[src/rtl/oe_pkg.sv]
package oe_pkg;

    localparam int unsigned NUM_CHAN = 3;

    typedef enum logic [1:0] {
        CH_RED   = 2'd0,
        CH_GREEN = 2'd1,
        CH_BLUE  = 2'd2,
        CH_NONE  = 2'd3
    } chan_e;

    typedef enum logic [1:0] {
        RA_PTR  = 2'd0,
        RA_EVEN = 2'd1,
        RA_ODD  = 2'd2,
        RA_NONE = 2'd3
    } raddr_e;

    typedef struct packed {
        chan_e chan;
        logic  odd;
    } seq_state_t;

endpackage

[src/rtl/oe_chan_seq.sv]
module oe_chan_seq
    import oe_pkg::*;
(
    input  logic  clk,
    input  logic  rst_n,
    input  logic  line_run,
    input  logic  pix_take,
    output chan_e chan,
    output logic  odd
);

    seq_state_t seq_d, seq_q;

    always_comb begin
        seq_d = seq_q;
        if (!line_run) begin
            seq_d.chan = CH_RED;
            seq_d.odd  = 1'b0;
        end else if (pix_take) begin
            if (seq_q.chan == CH_BLUE) begin
                seq_d.chan = CH_RED;
                seq_d.odd  = ~seq_q.odd;
            end else begin
                seq_d.chan = chan_e'(seq_q.chan + 2'd1);
            end
        end
    end

    always_ff @(posedge clk or negedge rst_n) begin
        if (!rst_n) begin
            seq_q <= '{chan: CH_RED, odd: 1'b0};
        end else begin
            seq_q <= seq_d;
        end
    end

    assign chan = seq_q.chan;
    assign odd  = seq_q.odd;

    // a low line_run restarts the line
    a_r3_line_restart: assert property (@(posedge clk) disable iff (!rst_n)
        !line_run |=> (chan == CH_RED && !odd));

    // the channel counter never reaches the unused code
    a_r4_chan_legal: assert property (@(posedge clk) disable iff (!rst_n)
        chan != CH_NONE);

    // parity flips after a blue pixel
    a_r5_set_toggle: assert property (@(posedge clk) disable iff (!rst_n)
        (line_run && pix_take && chan == CH_BLUE) |=> (odd != $past(odd)));

    // idle cycles hold the sequence
    a_r10_hold: assert property (@(posedge clk) disable iff (!rst_n)
        (line_run && !pix_take) |=> ($stable(chan) && $stable(odd)));

endmodule

[src/rtl/oe_ofs_bank.sv]
module oe_ofs_bank
    import oe_pkg::*;
#(
    parameter int unsigned OFS_W = 8,
    parameter int unsigned NCHAN = NUM_CHAN
) (
    input  logic             clk,
    input  logic             rst_n,
    input  logic             wr_en,
    input  raddr_e           wr_addr,
    input  logic [OFS_W-1:0] wr_data,
    input  chan_e            rd_chan,
    input  logic             rd_odd,
    output logic [OFS_W-1:0] rd_ofs
);

    localparam int unsigned NREG = 2 * NCHAN;

    typedef struct packed {
        chan_e                      ptr;
        logic [NREG-1:0][OFS_W-1:0] ofs;
    } bank_t;

    bank_t           bank_d, bank_q;
    logic [NREG-1:0] hit;

    // one write-enable decode per stored value: entry i is color i/2, parity i%2
    for (genvar i = 0; i < NREG; i++) begin : g_dec
        assign hit[i] = wr_en
                     && (wr_addr == (((i % 2) == 1) ? RA_ODD : RA_EVEN))
                     && (bank_q.ptr == chan_e'(i / 2));
    end

    always_comb begin
        bank_d = bank_q;
        if (wr_en && wr_addr == RA_PTR) begin
            bank_d.ptr = chan_e'(wr_data[1:0]);
        end
        for (int i = 0; i < NREG; i++) begin
            if (hit[i]) begin
                bank_d.ofs[i] = wr_data;
            end
        end
    end

    always_ff @(posedge clk or negedge rst_n) begin
        if (!rst_n) begin
            bank_q <= '{ptr: CH_RED, ofs: '0};
        end else begin
            bank_q <= bank_d;
        end
    end

    // read uses the registered copy, so a write in the same cycle is seen one pixel later
    always_comb begin
        rd_ofs = '0;
        for (int i = 0; i < NREG; i++) begin
            if (rd_chan == chan_e'(i / 2) && rd_odd == ((i % 2) == 1)) begin
                rd_ofs = bank_q.ofs[i];
            end
        end
    end

    // at most one value written per cycle
    a_r2_single_hit: assert property (@(posedge clk) disable iff (!rst_n)
        $onehot0(hit));

    // writes with no target leave every value untouched
    a_r2_no_target: assert property (@(posedge clk) disable iff (!rst_n)
        (wr_en && wr_addr != RA_PTR && (bank_q.ptr == CH_NONE || wr_addr == RA_NONE))
            |=> $stable(bank_q.ofs));

endmodule

[src/rtl/oe_sat_add.sv]
module oe_sat_add #(
    parameter int unsigned SMP_W = 12,
    parameter int unsigned OFS_W = 8
) (
    input  logic [SMP_W-1:0] sample,
    input  logic [OFS_W-1:0] ofs,
    output logic [SMP_W-1:0] result
);

    localparam int unsigned SUM_W = SMP_W + 2;

    logic signed [SUM_W-1:0] sum;

    always_comb begin
        sum = $signed({2'b00, sample}) + $signed({{(SUM_W - OFS_W){ofs[OFS_W-1]}}, ofs});
        if (sum[SUM_W-1]) begin
            result = '0;
        end else if (sum[SMP_W]) begin
            result = '1;
        end else begin
            result = sum[SMP_W-1:0];
        end
    end

endmodule

[src/rtl/colseq_offset_corr.sv]
module colseq_offset_corr
    import oe_pkg::*;
#(
    parameter int unsigned SMP_W = 12,
    parameter int unsigned OFS_W = 8
) (
    input  logic             clk,
    input  logic             rst_n,
    input  logic             reg_wr,
    input  logic [1:0]       reg_addr,
    input  logic [OFS_W-1:0] reg_wdata,
    input  logic             line_run,
    input  logic             pix_valid,
    input  logic [SMP_W-1:0] pix_data,
    output logic             out_valid,
    output logic [SMP_W-1:0] out_data,
    output logic [1:0]       out_color,
    output logic             out_odd
);

    typedef struct packed {
        logic             valid;
        logic [SMP_W-1:0] data;
        chan_e            chan;
        logic             odd;
    } out_t;

    chan_e            cur_chan;
    logic             cur_odd;
    logic [OFS_W-1:0] cur_ofs;
    logic [SMP_W-1:0] fixed;
    logic             take;
    out_t             out_d, out_q;

    assign take = pix_valid && line_run;

    oe_chan_seq u_seq (
        .clk      (clk),
        .rst_n    (rst_n),
        .line_run (line_run),
        .pix_take (pix_valid),
        .chan     (cur_chan),
        .odd      (cur_odd)
    );

    oe_ofs_bank #(.OFS_W(OFS_W), .NCHAN(NUM_CHAN)) u_bank (
        .clk     (clk),
        .rst_n   (rst_n),
        .wr_en   (reg_wr),
        .wr_addr (raddr_e'(reg_addr)),
        .wr_data (reg_wdata),
        .rd_chan (cur_chan),
        .rd_odd  (cur_odd),
        .rd_ofs  (cur_ofs)
    );

    oe_sat_add #(.SMP_W(SMP_W), .OFS_W(OFS_W)) u_add (
        .sample (pix_data),
        .ofs    (cur_ofs),
        .result (fixed)
    );

    always_comb begin
        out_d       = out_q;
        out_d.valid = take;
        if (take) begin
            out_d.data = fixed;
            out_d.chan = cur_chan;
            out_d.odd  = cur_odd;
        end
    end

    always_ff @(posedge clk or negedge rst_n) begin
        if (!rst_n) begin
            out_q <= '{valid: 1'b0, data: '0, chan: CH_RED, odd: 1'b0};
        end else begin
            out_q <= out_d;
        end
    end

    assign out_valid = out_q.valid;
    assign out_data  = out_q.data;
    assign out_color = out_q.chan;
    assign out_odd   = out_q.odd;

    // one-cycle latency on the valid flag
    a_r8_latency: assert property (@(posedge clk) disable iff (!rst_n)
        (pix_valid && line_run) |=> out_valid);

    // pixels offered while the line is held produce nothing
    a_r3_no_output: assert property (@(posedge clk) disable iff (!rst_n)
        !(pix_valid && line_run) |=> !out_valid);

    // emitted tags follow the sequencer, one cycle later
    a_r4_tag_align: assert property (@(posedge clk) disable iff (!rst_n)
        (pix_valid && line_run) |=> (out_color == $past(cur_chan) && out_odd == $past(cur_odd)));

endmodule

[config.mk]
export PLATFORM = sky130hd
export DESIGN_NAME = colseq_offset_corr
export DESIGN_NICKNAME = d
export VERILOG_FILES = /design/src/rtl/oe_pkg.sv /design/src/rtl/oe_chan_seq.sv /design/src/rtl/oe_ofs_bank.sv /design/src/rtl/oe_sat_add.sv /design/src/rtl/colseq_offset_corr.sv
export SDC_FILE = /design/constraint.sdc
export NUM_CORES = 1
export LEC_CHECK = 0
export CAP_MARGIN = 20
export CORE_ASPECT_RATIO = 2
export CORE_MARGIN = 1.5
export CORE_UTILIZATION = 40
export CTS_CLUSTER_SIZE = 8
export DETAILED_ROUTE_END_ITERATION = 10
export MAX_ROUTING_LAYER = met4
export PLACE_DENSITY = 0.69
export SETUP_SLACK_MARGIN = 0.15
export SLEW_MARGIN = 20
export SYNTH_ARGS = -nofsm -noshare
export SYNTH_HDL_FRONTEND = slang
export SYNTH_SLANG_ARGS = --single-unit
[constraint.sdc]
create_clock -name clk -period 6.2 [get_ports clk]
set_input_delay 0.62 -clock clk [delete_from_list [all_inputs] [get_ports clk]]
set_output_delay 0.62 -clock clk [all_outputs]
set_load 0.01 [all_outputs]
==> results by group <==
Worst hold path
  • Hold Path Class: in2async

STA
  • RSZ-0062 raised after global routing: no
  • Least-Margin Pin Slew: 1.025 ns
  • Final Max Slew Viols: 0
  • Skew final: 0.004858 ns
  • Setup TNS: 0 ns
  • Fin crit share: 0.6784
  • Slew HR: 0.3167
  • Post-route minimum period: 4.206 ns
  • F_max: 0.2378 GHz
  • # setup viols final: 0
  • Final Hold Fails: 0

Detailed routing
  • Wirelength per Cell: 18.02 um
  • Via-to-Cell Ratio: 5.525
  • WL final: 8039 um
  • # DRC: 0
  • Vias: 2464
  • Initial DRC Count: 91
  • DRT Pass-1 Iters: 4
  • ANT nets after route: 0

Die
  • Core area: 0.009012 mm2
  • Die ar.: 0.009893 mm2
  • Starting density of the core: 0.4115
  • Vert. Die Dim: 139.2 um
  • # IOs: 43
  • Die W: 71.09 um
  • FP Rows: 49

Yosys
  • FF+latch count, synth: 69
  • Mapped Area: 0.003709 mm2
  • Most used DFF post-synth: dfrtp_1
  • Syn Area/Cell: 12.66 um2
  • Post-synth top area share: 0.4656
  • Cells after Synth: 293
  • Sequential share of the synthesized area: 0.4656
  • Library cells used by synthesis: 47
  • Yosys warning total: 0
  • Synth area leaders: dfrtp_1, mux2_2, mux4_2
  • Syn nets: 334
  • Synth async-reset ratio: 1.000
  • EDFF count, synth: 0
  • Synth area leader: dfrtp_1

Final layout
  • Commonest non-fill, non-tap cell in the layout: dfrtp_1
  • Post-route cell area: 0.004522 mm2
  • Flip-flop and latch area: 0.001727 mm2
  • Layout cells sized above 1: 0.2936
  • Layout Nets: 380
  • Area Growth Syn to Fin: 21.93%
  • Number of fill cells: 815
  • Antenna diode count: 0
  • Area of the multi-input gates: 0.001896 mm2
  • Most frequent cells in the layout: dfrtp_1, mux2_2, clkdlybuf4s50_1, nor2_1, ha_1

Worst setup path
  • Startpoint Class: register
  • CP Depth: 12
  • CP Launch Point: u_seq.odd$_DFFE_PN0P_
  • Worst r2r src: u_seq.odd$_DFFE_PN0P_
  • CP bufs+invs: 1
  • Critical path's top delay family: multiplexers
  • Worst setup endpoint: out_data[5]$_DFFE_PN0P_
  • R2r worst-path depth: 12
  • CP arrival: 4.37 ns
  • WS Path Type: reg2reg
  • Worst EP required: 6.37 ns
  • Reg2Reg Setup Slack: 1.99 ns
  • CP Cell Sequence: mux4_2 -> nand2_1 -> o21ai_0 -> ha_1 -> inv_1 -> fa_1 -> nor2b_1 -> o211ai_1 -> nand2_1 -> a211oi_2 -> mux2i_2 -> a211oi_2
  • Highest-delay cell along the critical path: dfrtp_1
  • CP peak stage delay: 1.01 ns
  • CP Capture Type: register
  • Worst-path maximum fanout: 18
  • Worst R2R End: out_data[5]$_DFFE_PN0P_

Clock network
  • Root Buffer: clkbuf_16
  • Reg clk slew, reported paths: 0.05 ns
  • Clk buf depth: 2
  • H-tree depth: 3
  • Sink Count: 69
  • TritonCTS Buffers: 9
  • Worst skew pair latency: 0.33 ns
  • Setup bufs post-CTS: 0
  • CTS tree: built
  • Post_cts resized: 0
  • CTS Hold Bufs: 0

Power
  • Clk network pwr share: 0.256
  • Switching power total: 0.0006642 W
  • Combinational power share: 0.391
  • Leakage power total: 1.880 nW
  • Internal power: 0.001397 W
  • Switching share of power: 0.3222
  • PD cells: 455.9 mW/mm2
  • VDD IR max: 220.5 uV
  • Flop pwr share: 0.354

Global routing
  • Vias in the first global route: 2677
  • First-pass GRT wire length: 13240 um
  • GRT overflow: 0
  • Largest net degree at the start of global routing: 70
  • All-Layer GR Usage: 0.1807
  • Antenna violations before repair: 0

Place
  • DPL Wire Length: 5847 um
  • Port Buffer Count: 42
  • RePlAce Congestion: 0.8151
  • Placed cell areas: 0.004210 mm2

Job
  • Max-cap violations: 0

Status
  • Status: finished clean
[worst min-delay path by stage]
stage	endpoint	cells after the start
detailed placement	u_bank.bank_q[5]$_DFFE_PN0P_	1
CTS	u_bank.bank_q[5]$_DFFE_PN0P_	1
floorplan	out_color[0]$_DFFE_PN0P_	0
global route	u_bank.bank_q[5]$_DFFE_PN0P_	1
finish	out_data[11]$_DFFE_PN0P_	2
global placement	u_bank.bank_q[5]$_DFFE_PN0P_	1
[through the flow]
step / power (W) / worst slack (ns) / util / hold slack [ns] / std cells
after global routing: 0.002186 / 1.730 / 0.5017 / 0.5090 / 446
after detailed placement: 0.001544 / 1.968 / 0.4672 / 0.4747 / 430
final: 0.002062 / 1.994 / 0.5017 / 0.4737 / 446
after CTS: 0.002078 / 1.963 / 0.5017 / 0.4866 / 446
after global placement: 0.001521 / 2.033 / 0.4672 / 0.4636 / 430
after floorplan: 0.001297 / 3.117 / - / 0.3244 / 293
[logic make-up after synthesis]
kind of cell	count (synthesis)	share of synthesized area
fa+ha+maj	14	0.04926
compound gates	48	0.1137
mux	71	0.2385
simple gates	62	0.08367
xor+xnor	11	0.02598
flops	69	0.4656
buf+inv	18	0.02328
[registers in the layout, summed over array words and instances, names as in the netlist]
name           count
u_bank.bank_q     50
out_data          12
out_color          2
u_seq.chan         2
out_odd            1
out_valid          1
u_seq.odd          1
[layout make-up]
type	count	area share
timing repair buffer	43	0.09353
clock buffer	12	0.05894
multi-input combinational	206	0.4192
tap	102	0.02822
sequential	69	0.3818
clock inverter	4	0.009961
inverter	10	0.008301
[Yosys cell counts (all sizes together), types with 3 or more instances]
| library cell | number |
|---|---|
| and2 | 3 |
| o21ai | 11 |
| xor2 | 5 |
| ha | 13 |
| a211oi | 12 |
| mux4 | 8 |
| inv | 10 |
| a21o | 5 |
| buf | 5 |
| nand2b | 6 |
| a21oi | 5 |
| nor3 | 4 |
| nor2b | 3 |
| clkbuf | 3 |
| nand2 | 11 |
| a31oi | 3 |
| mux2 | 53 |
| nor2 | 25 |
| xnor2 | 6 |
| mux2i | 10 |
| nand3 | 4 |
| dfrtp | 69 |
[power groups by stage]
stage	Clock, W	Combinational, W	Sequential, W
global placement	0	0.000792	0.000728
finish	0.000527	0.000805	0.000730
CTS	0.000535	0.000812	0.000731
global route	0.000553	0.000880	0.000753
detailed placement	0	0.000806	0.000738
floorplan	0	0.000575	0.000722
[metal layers]
layer / track usage / wire, um / vias up
met5: - / 0 / -
met3: 0.03997 / 244 / 15
li1: - / - / 1158
met4: 0.08242 / 240 / 0
met2: 0.3232 / 4587 / 49
met1: 0.1821 / 2967 / 1242
No activity file was read; power rests on OpenSTA's default activity.
